`config.mk`:
```
export PLATFORM = sky130hd
export DESIGN_NAME = frame_serial_tx
export DESIGN_NICKNAME = d
export VERILOG_FILES = /design/src/rtl/frame_tx_pkg.sv /design/src/rtl/frame_tx_mulaw.sv /design/src/rtl/frame_tx_alaw.sv /design/src/rtl/frame_tx_fmt.sv /design/src/rtl/frame_tx_hold.sv /design/src/rtl/frame_tx_shifter.sv /design/src/rtl/frame_serial_tx.sv
export SDC_FILE = /design/constraint.sdc
export NUM_CORES = 1
export LEC_CHECK = 0
export BUFFER_PORTS_ARGS = -buffer_cell sky130_fd_sc_hd__buf_2
export CAP_MARGIN = 20
export CORE_MARGIN = 2
export CORE_UTILIZATION = 44
export DETAILED_ROUTE_END_ITERATION = 8
export GPL_TIMING_DRIVEN = 0
export PLACE_DENSITY = 0.7
export SYNTH_ARGS = -nofsm -noshare
export SYNTH_HDL_FRONTEND = slang
export SYNTH_HIERARCHICAL = 1
export SYNTH_SLANG_ARGS = --single-unit
```
`constraint.sdc`:
```
create_clock -name clk -period 5.6 [get_ports clk]
set_clock_uncertainty 0.05 [all_clocks]
set_input_delay 0 -clock clk [delete_from_list [all_inputs] [get_ports clk]]
set_output_delay 0 -clock clk [all_outputs]
set_load 0.01 [all_outputs]
```
`src/rtl/frame_tx_pkg.sv`:
```
package frame_tx_pkg;

  // Serial formats chosen by fmt_sel
  typedef enum logic [1:0] {
    FMT_MSB16 = 2'b00,
    FMT_LSB8  = 2'b01,
    FMT_MULAW = 2'b10,
    FMT_ALAW  = 2'b11
  } tx_fmt_e;

  // Transmit sequencer states
  typedef enum logic [1:0] {
    ST_IDLE  = 2'b00,
    ST_WAIT  = 2'b01,
    ST_SHIFT = 2'b10
  } tx_st_e;

  localparam int MU_LIN_W = 14;  // mu-law sample width
  localparam int A_LIN_W  = 13;  // A-law sample width
  localparam int CODE_W   = 8;   // companded / byte word width

endpackage

```
`src/rtl/frame_tx_mulaw.sv`:
```
module frame_tx_mulaw
  import frame_tx_pkg::*;
(
  input  logic [MU_LIN_W-1:0] lin,
  output logic [CODE_W-1:0]   code
);
  localparam int EXT_W = MU_LIN_W + 1;
  localparam int BIA_W = MU_LIN_W - 1;

  logic             sgn;
  logic [EXT_W-1:0] ext;
  logic [EXT_W-1:0] mag;
  logic [BIA_W-1:0] biased;
  logic [2:0]       seg;
  logic [3:0]       mant;

  assign sgn    = lin[MU_LIN_W-1];
  assign ext    = {lin[MU_LIN_W-1], lin};
  assign mag    = sgn ? (~ext + EXT_W'(1)) : ext;
  assign biased = (mag > EXT_W'(8158)) ? BIA_W'(8191) : (mag[BIA_W-1:0] + BIA_W'(33));

  // segment = position of the leading one above bit 5
  always_comb begin
    seg = 3'd0;
    for (int i = 1; i < 8; i++) begin
      if (biased[i+5]) seg = 3'(i);
    end
  end

  assign mant = 4'(biased >> ({1'b0, seg} + 4'd1));
  assign code = {1'b0, seg, mant} ^ (sgn ? 8'h7F : 8'hFF);

endmodule

```
`src/rtl/frame_tx_alaw.sv`:
```
module frame_tx_alaw
  import frame_tx_pkg::*;
(
  input  logic [A_LIN_W-1:0] lin,
  output logic [CODE_W-1:0]  code
);
  localparam int MAG_W = A_LIN_W - 1;

  logic             sgn;
  logic [MAG_W-1:0] mag;
  logic [2:0]       seg;
  logic [3:0]       mant;

  assign sgn = lin[A_LIN_W-1];
  // for negatives, -x-1 equals the one's complement of the low bits
  assign mag = sgn ? ~lin[MAG_W-1:0] : lin[MAG_W-1:0];

  always_comb begin
    seg = 3'd0;
    for (int i = 1; i < 8; i++) begin
      if (mag[i+4]) seg = 3'(i);
    end
  end

  assign mant = (seg < 3'd2) ? mag[4:1] : 4'(mag >> seg);
  assign code = {1'b0, seg, mant} ^ (sgn ? 8'h55 : 8'hD5);

endmodule

```
`src/rtl/frame_tx_fmt.sv`:
```
module frame_tx_fmt
  import frame_tx_pkg::*;
#(
  parameter int WORD_W = 16,
  parameter int LEN_W  = $clog2(WORD_W + 1)
) (
  input  logic [WORD_W-1:0] word,
  input  logic [1:0]        fmt,
  output logic [WORD_W-1:0] shift_word,  // MSB-aligned bits to send
  output logic [LEN_W-1:0]  shift_len
);
  localparam int PAD_W = WORD_W - CODE_W;

  logic [CODE_W-1:0] rev_byte;
  logic [CODE_W-1:0] mu_code;
  logic [CODE_W-1:0] a_code;

  for (genvar i = 0; i < CODE_W; i++) begin : g_rev
    assign rev_byte[i] = word[CODE_W-1-i];
  end

  frame_tx_mulaw u_mulaw (
    .lin  (word[WORD_W-1 -: MU_LIN_W]),
    .code (mu_code)
  );

  frame_tx_alaw u_alaw (
    .lin  (word[WORD_W-1 -: A_LIN_W]),
    .code (a_code)
  );

  always_comb begin
    unique case (tx_fmt_e'(fmt))
      FMT_MSB16: begin
        shift_word = word;
        shift_len  = LEN_W'(WORD_W);
      end
      FMT_LSB8: begin
        shift_word = {rev_byte, {PAD_W{1'b0}}};
        shift_len  = LEN_W'(CODE_W);
      end
      FMT_MULAW: begin
        shift_word = {mu_code, {PAD_W{1'b0}}};
        shift_len  = LEN_W'(CODE_W);
      end
      default: begin
        shift_word = {a_code, {PAD_W{1'b0}}};
        shift_len  = LEN_W'(CODE_W);
      end
    endcase
  end

endmodule

```
`src/rtl/frame_tx_hold.sv`:
```
module frame_tx_hold #(
  parameter int WORD_W = 16
) (
  input  logic              clk,
  input  logic              rst_n,
  input  logic              in_valid,
  input  logic [WORD_W-1:0] in_data,
  output logic              in_ready,
  input  logic              take,      // frame start
  output logic [WORD_W-1:0] word,      // word to send if take
  output logic              underrun
);
  logic              full_q;
  logic              ur_q;
  logic [WORD_W-1:0] hold_q;
  logic [WORD_W-1:0] last_q;
  logic              load;

  assign in_ready = !full_q;
  assign load     = in_valid && !full_q;
  assign word     = full_q ? hold_q : last_q;
  assign underrun = ur_q;

  always_ff @(posedge clk or negedge rst_n) begin
    if (!rst_n) begin
      full_q <= 1'b0;
      ur_q   <= 1'b0;
      hold_q <= '0;
      last_q <= '0;
    end else begin
      if (take) begin
        if (full_q) begin
          last_q <= hold_q;
          full_q <= 1'b0;
        end else begin
          ur_q <= 1'b1;
        end
      end else if (load) begin
        ur_q <= 1'b0;
      end
      if (load) begin
        hold_q <= in_data;
        full_q <= 1'b1;
      end
    end
  end

endmodule

```
`src/rtl/frame_tx_shifter.sv`:
```
module frame_tx_shifter
  import frame_tx_pkg::*;
#(
  parameter int WORD_W = 16,
  parameter int LEN_W  = $clog2(WORD_W + 1)
) (
  input  logic              clk,
  input  logic              rst_n,
  input  logic              fsync,
  input  logic [1:0]        dly_sel,
  input  logic [WORD_W-1:0] fmt_word,
  input  logic [LEN_W-1:0]  fmt_len,
  output logic              start,
  output logic              busy,
  output logic [1:0]        state,
  output logic              sdout
);
  tx_st_e            st_q;
  logic [WORD_W-1:0] sh_q;
  logic [LEN_W-1:0]  left_q;
  logic [1:0]        dcnt_q;
  logic [1:0]        dly_eff;

  assign dly_eff = (dly_sel == 2'b11) ? 2'b00 : dly_sel;
  assign start   = (st_q == ST_IDLE) && fsync;
  assign busy    = (st_q != ST_IDLE);
  assign state   = st_q;

  always_ff @(posedge clk or negedge rst_n) begin
    if (!rst_n) begin
      st_q   <= ST_IDLE;
      sh_q   <= '0;
      left_q <= '0;
      dcnt_q <= '0;
      sdout  <= 1'b0;
    end else begin
      unique case (st_q)
        ST_IDLE: begin
          sdout <= 1'b0;
          if (fsync) begin
            if (dly_eff == 2'b00) begin
              sdout  <= fmt_word[WORD_W-1];
              sh_q   <= fmt_word << 1;
              left_q <= fmt_len - LEN_W'(1);
              st_q   <= ST_SHIFT;
            end else begin
              sh_q   <= fmt_word;
              left_q <= fmt_len;
              dcnt_q <= dly_eff - 2'd1;
              st_q   <= ST_WAIT;
            end
          end
        end
        ST_WAIT: begin
          if (dcnt_q == 2'd0) begin
            sdout  <= sh_q[WORD_W-1];
            sh_q   <= sh_q << 1;
            left_q <= left_q - LEN_W'(1);
            st_q   <= ST_SHIFT;
          end else begin
            dcnt_q <= dcnt_q - 2'd1;
          end
        end
        ST_SHIFT: begin
          if (left_q == '0) begin
            sdout <= 1'b0;
            st_q  <= ST_IDLE;
          end else begin
            sdout  <= sh_q[WORD_W-1];
            sh_q   <= sh_q << 1;
            left_q <= left_q - LEN_W'(1);
          end
        end
        default: begin
          sdout <= 1'b0;
          st_q  <= ST_IDLE;
        end
      endcase
    end
  end

endmodule

```
`src/rtl/frame_serial_tx.sv`:
```
module frame_serial_tx #(
  parameter int WORD_W = 16
) (
  input  logic              clk,
  input  logic              rst_n,
  input  logic              fsync,
  input  logic [1:0]        fmt_sel,
  input  logic [1:0]        dly_sel,
  input  logic              in_valid,
  output logic              in_ready,
  input  logic [WORD_W-1:0] in_data,
  output logic              sdout,
  output logic              underrun
);
  localparam int LEN_W = $clog2(WORD_W + 1);

  logic              frame_start;
  logic              tx_busy;
  logic [1:0]        tx_state;
  logic [WORD_W-1:0] cur_word;
  logic [WORD_W-1:0] fmt_word;
  logic [LEN_W-1:0]  fmt_len;

  frame_tx_hold #(.WORD_W(WORD_W)) u_hold (
    .clk      (clk),
    .rst_n    (rst_n),
    .in_valid (in_valid),
    .in_data  (in_data),
    .in_ready (in_ready),
    .take     (frame_start),
    .word     (cur_word),
    .underrun (underrun)
  );

  frame_tx_fmt #(.WORD_W(WORD_W), .LEN_W(LEN_W)) u_fmt (
    .word       (cur_word),
    .fmt        (fmt_sel),
    .shift_word (fmt_word),
    .shift_len  (fmt_len)
  );

  frame_tx_shifter #(.WORD_W(WORD_W), .LEN_W(LEN_W)) u_shift (
    .clk      (clk),
    .rst_n    (rst_n),
    .fsync    (fsync),
    .dly_sel  (dly_sel),
    .fmt_word (fmt_word),
    .fmt_len  (fmt_len),
    .start    (frame_start),
    .busy     (tx_busy),
    .state    (tx_state),
    .sdout    (sdout)
  );

endmodule

```
==> qor.tcl, run 1 <==
set qor(cp.arrival_ps) 5520
set qor(io-pin-count) 27
set qor(final_common_cell) {sky130_fd_sc_hd__dfrtp_1}
set qor(startpoint_type) {register}
set qor(viasPerCell) 5.90
set qor(synth.avg_cell_area_um2) 9.99
set qor(critPathCaptureType) {register}
set qor(area_of_combinational_cells_with_multiple_inputs_um2) 3890
set qor(antenna_violating_nets_post_route) 0
set qor(cts-buffers-inserted) 9
set qor(post_drt_wl_per_cell_um) 18.0
set qor(fin_crit_ps) 5360
set qor(rows) 41
set qor(cts_max_level) 3
set qor(synth_warnings) 6
set qor(gp_routability_congestion) 0.909
set qor(floorplan.die_area_um2) 13700
set qor(synth.distinct_cells) 93
set qor(clk_path_buf_depth) 2
set qor(min_period_over_period_pct) 95.7
set qor(finalWorstSetupSlack_ps) 243
set qor(cts_tree) {yes}
set qor(critical_path_required_ps) 5760
set qor(ys_async_sr_fraction_pct) 100
set qor(timing_worst_slew_pin_value_ps) 765
set qor(hpwlAfterDp_um) 9960
set qor(grt_antenna_before_repair) 0
set qor(finalNetCount) 659
set qor(setup_violations) 0
set qor(initial_utilization_pct) 44.8
set qor(final-hold-violation-count) 0
set qor(register_area_um2) 1500
set qor(die_w_um) 117
set qor(clock_latency_at_the_later_pin_of_the_worst_skew_pair_ps) 340
set qor(grt_pass1_wl_um) 23200
set qor(ys_dominant_reg_cell) {sky130_fd_sc_hd__dfrtp_1}
set qor(final_max_slew_viol_count) 0
set qor(layout_common_cells) {sky130_fd_sc_hd__dfrtp_1 (60), sky130_fd_sc_hd__nand2_1 (46), sky130_fd_sc_hd__mux2_2 (43)}
set qor(detailroute.via_count) 4726
set qor(drt_pass1_iterations) 5
set qor(synth_cells) 561
set qor(drt-initial-drc-count) 400
set qor(layout-drive-gt1-share_pct) 33.9
set qor(timing.max_cap.violations) 0
set qor(synth_seq_cells) 60
set qor(grt_util_all_layers_pct) 21.6
set qor(gr_overflow_total) 0
set qor(area_growth_pct) 19.0
set qor(cts_root_buf) {sky130_fd_sc_hd__clkbuf_16}
set qor(max_freq_ghz) 0.187
set qor(die-height_um) 117
set qor(maxSlewHeadroom_pct) 49.0
set qor(synth.yosys.seq_area_share_pct) 26.8
set qor(fin_cells) 801
set qor(numPortBuffers) 24
set qor(cts.sinks) 60
set qor(n_antenna_cell) 0
set qor(worstSetupPathType) {register to register}
set qor(place_ws_ps) -25.1
set qor(grt_pass1_vias) 4738
set qor(hold_path_class) {input port to register}
set qor(number_of_filler_instances_in_the_final_layout) 1121
set qor(timing.critical_path.fanout_max) 10
set qor(total_standard_cell_area_after_synthesis_um2) 5610
set qor(drc_errors) 0
set qor(clk_pin_slew_worst_paths_ps) 50
set qor(total_routed_length_um) 14400
set qor(status) {finished clean}
set qor(place.detailed.instances) 760
set qor(core_area_um2) 12500
set qor(pin_count_of_the_biggest_net_entering_global_routing) 33
set qor(synth-edff-count) 0
==> routing by layer <==
layer	share of wire (%)	vias up	GRT usage [%]	routed length, µm
met5	0	-	0	0
met4	1.9	0	7.53	278
met3	4.9	23	4.02	708
met2	50	143	37.4	7250
met1	43	2361	27.2	6170
li1	-	2199	-	-
==> cells by family after synthesis <==
logic type / Yosys count / synth area share [%]
flops: 60 / 26.8
xor+xnor: 27 / 4.82
mux: 112 / 25.2
buf+inv: 68 / 6.94
compound gates: 128 / 18.3
fa+ha+maj: 11 / 2.46
other cells: 1 / 0.0669
simple gates: 154 / 15.4
==> state kept, by name, summed over array words and instances (netlist names) <==
name and cells:
u_shift/left_q 5, u_hold/hold_q 16, u_hold/underrun 1, u_hold/last_q 16
u_shift/dcnt_q 2, u_shift/sh_q 16, u_shift/state 2, u_hold/full_q 1
u_shift/sdout 1
==> final timing paths <==
kind | from | to | slack [ps] | cells after the start
worst max-delay path | u_hold/full_q$_DFFE_PN0P_ | u_shift/sh_q[8]$_DFFE_PN0P_ | 240 | 20
worst min-delay path | dly_sel[1] | u_shift/state[0]$_DFFE_PN0P_ | 160 | 5
worst max register to register | u_hold/full_q$_DFFE_PN0P_ | u_shift/sh_q[8]$_DFFE_PN0P_ | 240 | 20
worst min register to register | u_shift/sdout$_DFFE_PN0N_ | u_shift/sdout$_DFFE_PN0N_ | 430 | 2
max in group asynchronous | rst_n | u_hold/last_q[15]$_DFFE_PN0P_ | 4650 | 3
min in group asynchronous | rst_n | u_hold/hold_q[7]$_DFFE_PN0P_ | 230 | 2
==> layout make-up <==
class                      instances  area share (%)
multi-input combinational        435            58.4
sequential                        60            22.5
timing repair buffer              50            5.59
buffer                            39            4.24
clock buffer                      11            3.49
tap                              172            3.23
inverter                          29            1.63
clock inverter                     5           0.938
==> worst max-delay path, cell delays in order (launching register included) <==
cell                       delay, ps
sky130_fd_sc_hd__dfrtp_1         360
sky130_fd_sc_hd__buf_6           180
sky130_fd_sc_hd__mux2_4          380
sky130_fd_sc_hd__inv_1           120
sky130_fd_sc_hd__ha_1            150
sky130_fd_sc_hd__clkbuf_4        190
sky130_fd_sc_hd__or4b_1          560
sky130_fd_sc_hd__o21ai_2         270
sky130_fd_sc_hd__xor2_4          170
sky130_fd_sc_hd__a211oi_4        350
sky130_fd_sc_hd__mux2i_2         340
sky130_fd_sc_hd__and2_1          160
sky130_fd_sc_hd__buf_2           160
sky130_fd_sc_hd__nand2_1         120
sky130_fd_sc_hd__nor3_4          330
sky130_fd_sc_hd__mux2i_1         230
sky130_fd_sc_hd__a211oi_1        100
sky130_fd_sc_hd__mux4_2          490
sky130_fd_sc_hd__mux2i_1         160
sky130_fd_sc_hd__o21ai_0         100
sky130_fd_sc_hd__mux2_2          270
==> cells in the mapped netlist, types with 11 or more instances <==
cell type / instances / area share [%]
sky130_fd_sc_hd__mux2i_1: 32 / 5.7
sky130_fd_sc_hd__nor3b_1: 12 / 1.6
sky130_fd_sc_hd__a21oi_1: 13 / 1.2
sky130_fd_sc_hd__xnor2_1: 14 / 2.2
sky130_fd_sc_hd__buf_2: 15 / 1.3
sky130_fd_sc_hd__nor2_1: 22 / 1.5
sky130_fd_sc_hd__dfrtp_1: 60 / 27
sky130_fd_sc_hd__mux2_2: 48 / 9.6
sky130_fd_sc_hd__nand2_1: 48 / 3.2
sky130_fd_sc_hd__mux2_4: 21 / 5.6
sky130_fd_sc_hd__o21ai_0: 34 / 3.0
sky130_fd_sc_hd__ha_1: 11 / 2.5
sky130_fd_sc_hd__inv_1: 28 / 1.9
==> per-stage QoR <==
stage	util [%]	cell area (µm²)	hold WS [ps]	TNS, ps
after floorplan	-	5610	-346	0
after global placement	47.5	5950	166	0
after detailed placement	47.7	5970	60.2	-45.8
after CTS	51.5	6450	130	0
after global routing	53.3	6670	174	-196
final	53.3	6670	156	0
==> timing repair <==
item,in CTS,in global routing
hold endpoints to repair,48,0
setup endpoints to repair,2,5
cloned,0,0
resized for setup,1,31
hold buffers,18,0
buffers inserted,0,7
pin swaps,0,6
Power of run 1 is not shown: default switching activity piles up to over one toggle a cycle in this logic, so the estimate is an artifact.
==> run 2, diff against run 1 <==
--- a/config.mk
+++ b/config.mk
@@ -8,11 +8,10 @@
 export BUFFER_PORTS_ARGS = -buffer_cell sky130_fd_sc_hd__buf_2
 export CAP_MARGIN = 20
 export CORE_MARGIN = 2
-export CORE_UTILIZATION = 44
+export CORE_UTILIZATION = 45
 export DETAILED_ROUTE_END_ITERATION = 8
 export GPL_TIMING_DRIVEN = 0
-export PLACE_DENSITY = 0.7
+export PLACE_DENSITY = 0.72
 export SYNTH_ARGS = -nofsm -noshare
 export SYNTH_HDL_FRONTEND = slang
-export SYNTH_HIERARCHICAL = 1
 export SYNTH_SLANG_ARGS = --single-unit
==> qor.tcl, run 2 <==
set qor(layout-drive-gt1-share_pct) 17.6 ;# -16 points
set qor(max_freq_ghz) 0.193 ;# +3.2%
set qor(synth-edff-count) 0 ;# unchanged
set qor(place_ws_ps) -284 ;# -259 ps
set qor(synth_warnings) 0 ;# -6
set qor(io-pin-count) 27 ;# unchanged
set qor(cts_root_buf) {sky130_fd_sc_hd__clkbuf_16}
set qor(min_period_over_period_pct) 92.7 ;# -2.9 points
set qor(synth.yosys.seq_area_share_pct) 28.0 ;# +1.2 points
set qor(ys_dominant_reg_cell) {sky130_fd_sc_hd__dfrtp_1}
set qor(finalNetCount) 725 ;# +10%
set qor(synth.avg_cell_area_um2) 8.47 ;# -15%
set qor(fin_cells) 836 ;# +4.4%
set qor(placed_area_um2) 5690 ;# -4.7%
set qor(cp.arrival_ps) 5350 ;# -170 ps
set qor(synth_compound_area_share_pct) 26.8 ;# +8.5 points
set qor(layout_common_cells) {sky130_fd_sc_hd__nand2_1 (76), sky130_fd_sc_hd__dfrtp_1 (60), sky130_fd_sc_hd__o21ai_0 (49)}
set qor(netlist_top_cells_count) {sky130_fd_sc_hd__nand2_1 (76), sky130_fd_sc_hd__dfrtp_1 (60), sky130_fd_sc_hd__o21ai_0 (49)}
set qor(whs_ps) 119 ;# -36.8 ps
set qor(area_of_combinational_cells_with_multiple_inputs_um2) 3670 ;# -5.6%
set qor(synth.top_cell.area_share_pct) 28.0 ;# +1.2 points
set qor(ys_top_cells_by_area) {sky130_fd_sc_hd__dfrtp_1 (28%), sky130_fd_sc_hd__mux2_2 (6.1%), sky130_fd_sc_hd__nand2_1 (5.3%), sky130_fd_sc_hd__mux2i_1 (4.9%), sky130_fd_sc_hd__o21ai_0 (4.6%)}
set qor(gr_overflow_total) 0 ;# unchanged
set qor(drc_errors) 1 ;# +1
set qor(drt-initial-drc-count) 444 ;# +11%
set qor(grt_pass1_wl_um) 26700 ;# +15%
set qor(antenna_violating_nets_post_route) 0 ;# unchanged
set qor(grt_antenna_before_repair) 0 ;# unchanged
set qor(synth_cells) 633 ;# +13%
set qor(synth.distinct_cells) 83 ;# -11%
set qor(synthAdderAreaFrac_pct) 2.80 ;# +0.34 points
set qor(area_share_of_xor_xnor_cells_in_the_synthesized_design_pct) 5.53 ;# +0.71 points
set qor(grt_setup_unrepaired) {false}
set qor(cts.sinks) 60 ;# unchanged
set qor(layout.cell_area.non_filler_um2) 6260 ;# -6.1%
set qor(die-height_um) 113 ;# -3.2%
set qor(setup_violations) 0 ;# unchanged
set qor(clk_path_buf_depth) 2 ;# unchanged
set qor(clk_pin_slew_worst_paths_ps) 60 ;# about the same
set qor(total_standard_cell_area_after_synthesis_um2) 5360 ;# -4.3%
set qor(pin_count_of_the_biggest_net_entering_global_routing) 43 ;# +30%
set qor(floorplan.die_area_um2) 12800 ;# -6.2%
set qor(number_of_filler_instances_in_the_final_layout) 1037 ;# -7.5%
set qor(cts_tree) {yes}
set qor(ys_async_sr_fraction_pct) 100 ;# unchanged
set qor(status) {complete, but fails checks}
set qor(critPathCaptureType) {register}
set qor(timing.critical_path.mode_cell) {sky130_fd_sc_hd__buf_6}
set qor(worstSetupPathType) {register to register}
set qor(startpoint_type) {register}
set qor(synth_top_family_by_area) {compound AO/OA/AOI/OAI gates}
set qor(n_antenna_cell) 0 ;# unchanged
set qor(critPathMaxStageDelay_ps) 650 ;# +90 ps
set qor(final_common_cell) {sky130_fd_sc_hd__nand2_1}
set qor(hpwlAfterDp_um) 11800 ;# +19%
set qor(final_max_slew_viol_count) 0 ;# unchanged
set qor(numPortBuffers) 25 ;# +4.2%
set qor(rows) 39 ;# -4.9%
set qor(critical_path.cell_chain) {buf_6 -> buf_6 -> buf_6 -> buf_4 -> mux2i_2 -> ha_4 -> o211ai_1 -> inv_1 -> ha_1 -> o21ai_1 -> a21oi_1 -> or3_1 -> a32o_1 -> buf_6 -> a21o_4 -> a311oi_1 -> o311ai_1 -> a21oi_1 -> o22ai_1}
set qor(total_routed_length_um) 15900 ;# +10%
set qor(synth_simple_gate_area_share_pct) 19.6 ;# +4.2 points
set qor(timing_worst_slew_pin_value_ps) 1070 ;# +301 ps
set qor(cts_max_level) 3 ;# unchanged
set qor(synthMuxAreaShare_pct) 12.2 ;# -13 points
set qor(timing.max_cap.violations) 0 ;# unchanged
set qor(detailroute.via_count) 5267 ;# +11%
set qor(core_area_um2) 11500 ;# -8.0%
set qor(largest_registers) {u_hold.hold_q: 16 flops, u_hold.last_q: 16 flops, u_shift.sh_q: 16 flops}
set qor(hold_path_class) {input port to register}
set qor(maxSlewHeadroom_pct) 26.9 ;# -22 points
set qor(worstPathBufferInverterCount) 6 ;# +2
set qor(finalWorstSetupSlack_ps) 408 ;# +165 ps
set qor(fin_crit_ps) 5190 ;# -165 ps
set qor(synthDominantAreaCellType) {sky130_fd_sc_hd__dfrtp_1}
set qor(die_w_um) 113 ;# -3.2%
set qor(clock_latency_at_the_later_pin_of_the_worst_skew_pair_ps) 330 ;# about the same
set qor(syn_nets) 669
set qor(path_delay_family) {compound AO/OA/AOI/OAI gates}
set qor(grt_util_all_layers_pct) 26.0 ;# +4.3 points
set qor(violated_checks) {DRC}
set qor(place.detailed.instances) 802 ;# +5.5%
set qor(drt_pass1_iterations) 9 ;# +4
set qor(post_drt_wl_per_cell_um) 19.0 ;# +5.5%
set qor(critPathSlowestCell) {sky130_fd_sc_hd__mux2i_2}
set qor(register_area_um2) 1500 ;# unchanged
set qor(area_growth_pct) 16.7
set qor(critical_path_required_ps) 5760 ;# about the same
set qor(initial_utilization_pct) 46.6 ;# +1.8 points
set qor(gp_routability_congestion) 0.956 ;# +5.1%
set qor(viasPerCell) 6.30 ;# +6.8%
set qor(final-hold-violation-count) 0 ;# unchanged
set qor(cts-buffers-inserted) 9 ;# unchanged
set qor(timing.critical_path.fanout_max) 10 ;# unchanged
set qor(synth_most_common_cell) {sky130_fd_sc_hd__nand2_1}
set qor(grt_pass1_vias) 5202 ;# +9.8%
set qor(synth_seq_cells) 60 ;# unchanged
==> run 2: final cells by class <==
cell class / count / area share [%]
Clock inverter: 4 / 0.779
Sequential cell: 60 / 24.0
Buffer: 37 / 2.94
Clock buffer: 11 / 4.04
Tap cell: 143 / 2.86
Multi-Input combinational cell: 512 / 58.7
Timing Repair Buffer: 45 / 5.32
Inverter: 24 / 1.44
==> run 2: logic make-up (layout without fill, tap and decap cells) <==
kind of cell,after synthesis,count (layout)
adder cells (fa/ha/maj),12,12
flip-flops,60,60
AO/OA/AOI/OAI,197,197
AND/OR/NAND/NOR,211,211
multiplexers,59,59
buffers and inverters,61,121
XOR/XNOR,33,33
==> run 2: path summary, 6_finish.rpt <==
path | startpoint | to | slack [ps] | cells after the start
worst min-delay path | dly_sel[1] | u_shift.dcnt_q[1]$_DFFE_PN0P_ | 120 | 4
worst min register to register | u_shift.sdout$_DFFE_PN0N_ | u_shift.sdout$_DFFE_PN0N_ | 420 | 1
max in group asynchronous | rst_n | u_hold.hold_q[10]$_DFFE_PN0P_ | 4740 | 3
worst max register to register | u_hold.full_q$_DFFE_PN0P_ | u_shift.sh_q[9]$_DFFE_PN0P_ | 410 | 19
worst max-delay path | u_hold.full_q$_DFFE_PN0P_ | u_shift.sh_q[9]$_DFFE_PN0P_ | 410 | 19
min in group asynchronous | rst_n | u_shift.left_q[2]$_DFFE_PN0P_ | 140 | 2
==> run 2: routing by layer <==
metal	vias up	routed length (µm)	GRT usage (%)
met4	0	383	8.54
met3	28	980	3.86
met1	2532	6850	35.0
li1	2476	-	-
met2	231	7660	43.0
met5	-	0	0
==> run 2: what timing repair did <==
| action | 4_1_cts | 5_1_grt |
|---|---|---|
| buffers inserted | 0 | 1 |
| pin swaps | 0 | 1 |
| hold buffers | 18 | 0 |
| setup endpoints to repair | 8 | 8 |
| endpoints found under the hold margin | 35 | 0 |
| gates resized for setup | 5 | 9 |
==> run 2: tightest hold or removal path, cell delays in order <==
cell and delay, ps:
sky130_fd_sc_hd__buf_2 90, sky130_fd_sc_hd__ha_1 140, sky130_fd_sc_hd__xor2_1 150, sky130_fd_sc_hd__o32ai_1 80
==> run 2: stage by stage <==
step                utilization [%]  setup TNS [ps]
floorplan                         -               0
global placement               49.2           -1280
detailed placement             49.4           -1610
CTS                            53.8               0
global route                   54.4               0
finish                         54.4               0
Power of run 2 is left out for the same reason.
==> run 3, diff against run 2 <==
--- a/config.mk
+++ b/config.mk
@@ -12,6 +12,7 @@
 export DETAILED_ROUTE_END_ITERATION = 8
 export GPL_TIMING_DRIVEN = 0
 export PLACE_DENSITY = 0.72
+export SLEW_MARGIN = 40
 export SYNTH_ARGS = -nofsm -noshare
 export SYNTH_HDL_FRONTEND = slang
 export SYNTH_SLANG_ARGS = --single-unit
==> constraint.sdc (replaced) <==
create_clock -name clk -period 5.3 [get_ports clk]
set_clock_uncertainty 0.05 [all_clocks]
set_input_delay 0 -clock clk [delete_from_list [all_inputs] [get_ports clk]]
set_output_delay 0 -clock clk [all_outputs]
set_load 0.01 [all_outputs]
==> qor.tcl, run 3 (synthesis results as in run 2) <==
set qor(gr_overflow_total) 0 ;# unchanged
set qor(grt_util_all_layers_pct) 25.8 ;# -0.21 points
set qor(worstSetupPathType) {register to register}
set qor(cts_tree) {yes}
set qor(grt_pass1_vias) 5209 ;# +0.13%
set qor(antenna_violating_nets_post_route) 0 ;# unchanged
set qor(timing_worst_slew_pin_value_ps) 803 ;# -263 ps
set qor(timing.critical_path.fanout_max) 10 ;# unchanged
set qor(setup_violations) 0 ;# unchanged
set qor(clock_latency_at_the_later_pin_of_the_worst_skew_pair_ps) 340 ;# about the same
set qor(initial_utilization_pct) 46.6 ;# unchanged
set qor(area_growth_pct) 18.2
set qor(final_max_slew_viol_count) 0 ;# unchanged
set qor(cp.arrival_ps) 5250 ;# -100 ps
set qor(clk_pin_slew_worst_paths_ps) 60 ;# about the same
set qor(hpwlAfterDp_um) 11700 ;# -0.78%
set qor(place_ws_ps) -594 ;# -310 ps
set qor(final_common_cell) {sky130_fd_sc_hd__nand2_1}
set qor(drt_pass1_iterations) 9 ;# unchanged
set qor(grt_antenna_before_repair) 0 ;# unchanged
set qor(grt_pass1_wl_um) 26400 ;# -1.1%
set qor(largest_registers) {u_hold.hold_q: 16 flops, u_hold.last_q: 16 flops, u_shift.sh_q: 16 flops}
set qor(cts_max_level) 3 ;# unchanged
set qor(cts.sinks) 60 ;# unchanged
set qor(max_freq_ghz) 0.199 ;# +3.2%
set qor(detailroute.via_count) 5227 ;# -0.76%
set qor(clk_path_buf_depth) 2 ;# unchanged
set qor(cts_root_buf) {sky130_fd_sc_hd__clkbuf_16}
set qor(fin_crit_ps) 5030 ;# -162 ps
set qor(finalCoreUtilization_pct) 55.1 ;# +0.71 points
set qor(io-pin-count) 27 ;# unchanged
set qor(critical_path_required_ps) 5520 ;# -240 ps
set qor(finalNetCount) 727 ;# +0.28%
set qor(whs_ps) 126 ;# +6.11 ps
set qor(viasPerCell) 6.24 ;# -1.0%
set qor(gp_routability_congestion) 0.956 ;# unchanged
set qor(floorplan.die_area_um2) 12800 ;# unchanged
set qor(layout_common_cells) {sky130_fd_sc_hd__nand2_1 (76), sky130_fd_sc_hd__dfrtp_1 (60), sky130_fd_sc_hd__o21ai_0 (48)}
set qor(critPathCaptureType) {register}
set qor(startpoint_type) {register}
set qor(core_area_um2) 11500 ;# unchanged
set qor(cts-buffers-inserted) 9 ;# unchanged
set qor(pin_count_of_the_biggest_net_entering_global_routing) 61 ;# +42%
set qor(violated_checks) {DRC}
set qor(timing.max_cap.violations) 0 ;# unchanged
set qor(final-hold-violation-count) 0 ;# unchanged
set qor(status) {complete, but fails checks}
set qor(hold_path_class) {input port to register}
set qor(n_antenna_cell) 0 ;# unchanged
set qor(die-height_um) 113 ;# unchanged
set qor(drc_errors) 1 ;# unchanged
set qor(min_period_over_period_pct) 94.9 ;# +2.2 points
set qor(rows) 39 ;# unchanged
set qor(die_w_um) 113 ;# unchanged
set qor(drt-initial-drc-count) 396 ;# -11%
set qor(post_drt_wl_per_cell_um) 19.1 ;# +0.41%
set qor(total_routed_length_um) 16000 ;# +0.65%
set qor(finalWorstSetupSlack_ps) 270 ;# -138 ps
set qor(maxSlewHeadroom_pct) 46.1 ;# +19 points
set qor(layout-drive-gt1-share_pct) 19.0 ;# +1.4 points
set qor(numPortBuffers) 25 ;# unchanged
-- run 3: cell types whose count changed in the layout (fill, tap and decap cells not counted), sizes merged --
cell	delta
clkinvlp	+1
buf	+3
bufinv	+1
clkbuf	-1
clkinv	-2
-- run 3: critical path, cell delays in order, from the launching register on --
cell and delay, ps:
sky130_fd_sc_hd__dfrtp_1 330, sky130_fd_sc_hd__buf_6 140, sky130_fd_sc_hd__buf_6 170, sky130_fd_sc_hd__buf_6 170, sky130_fd_sc_hd__buf_4 210, sky130_fd_sc_hd__buf_4 240, sky130_fd_sc_hd__mux2i_4 300, sky130_fd_sc_hd__ha_4 210
sky130_fd_sc_hd__nor4bb_4 370, sky130_fd_sc_hd__o211ai_1 200, sky130_fd_sc_hd__nand3_1 160, sky130_fd_sc_hd__nor2b_2 210, sky130_fd_sc_hd__nand3_1 180, sky130_fd_sc_hd__or4b_1 620, sky130_fd_sc_hd__o31ai_4 170, sky130_fd_sc_hd__a21o_4 260
sky130_fd_sc_hd__a311oi_1 120, sky130_fd_sc_hd__o41ai_2 460, sky130_fd_sc_hd__buf_4 180, sky130_fd_sc_hd__nor2_1 30, sky130_fd_sc_hd__o21ai_1 130
-- run 3: per-stage QoR --
step                instances  cell area (µm²)  setup TNS [ps]
floorplan                 633             5360               0
global placement          801             5670           -3680
detailed placement        802             5700           -4010
CTS                       836             6260               0
global route              838             6340          -0.543
finish                    838             6340               0
-- run 3: layout make-up --
cell class | count | area, µm²
Buffer | 37 | 184
Clock buffer | 11 | 253
Clock inverter | 4 | 72.6
Fill cell | 1045 | 5170
Inverter | 24 | 90.1
Multi-Input combinational cell | 512 | 3720
Sequential cell | 60 | 1500
Tap cell | 143 | 179
Timing Repair Buffer | 47 | 342
-- run 3: layer usage --
layer	track usage, %	vias up	share of wire, %
met5	0	-	0
met4	11.2	0	2.7
met3	4.18	34	5.4
met2	41.9	193	47
met1	34.0	2533	45
li1	-	2467	-
-- run 3: what timing repair did --
| item | 4_1_cts | 5_1_grt |
|---|---|---|
| gates resized for setup | 8 | 10 |
| buffers inserted | 1 | 2 |
| hold endpoints to repair | 77 | 0 |
| hold buffers | 18 | 0 |
| cloned | 0 | 0 |
| endpoints found under the setup margin | 8 | 8 |
| pin swaps | 0 | 2 |
-- run 3: worst paths after layout --
| path | from | end | slack [ps] | cells past startpoint |
|---|---|---|---|---|
| hold / removal | dly_sel[1] | u_shift.dcnt_q[1]$_DFFE_PN0P_ | 130 | 4 |
| setup / recovery | u_hold.full_q$_DFFE_PN0P_ | u_shift.sh_q[10]$_DFFE_PN0P_ | 270 | 20 |
| setup reg to reg | u_hold.full_q$_DFFE_PN0P_ | u_shift.sh_q[10]$_DFFE_PN0P_ | 270 | 20 |
| hold reg to reg | u_shift.sdout$_DFFE_PN0N_ | u_shift.sdout$_DFFE_PN0N_ | 430 | 1 |
| max in group asynchronous | rst_n | u_hold.last_q[13]$_DFFE_PN0P_ | 4630 | 2 |
| min in group asynchronous | rst_n | u_shift.sh_q[10]$_DFFE_PN0P_ | 150 | 2 |
Power of run 3 is left out for the same reason.
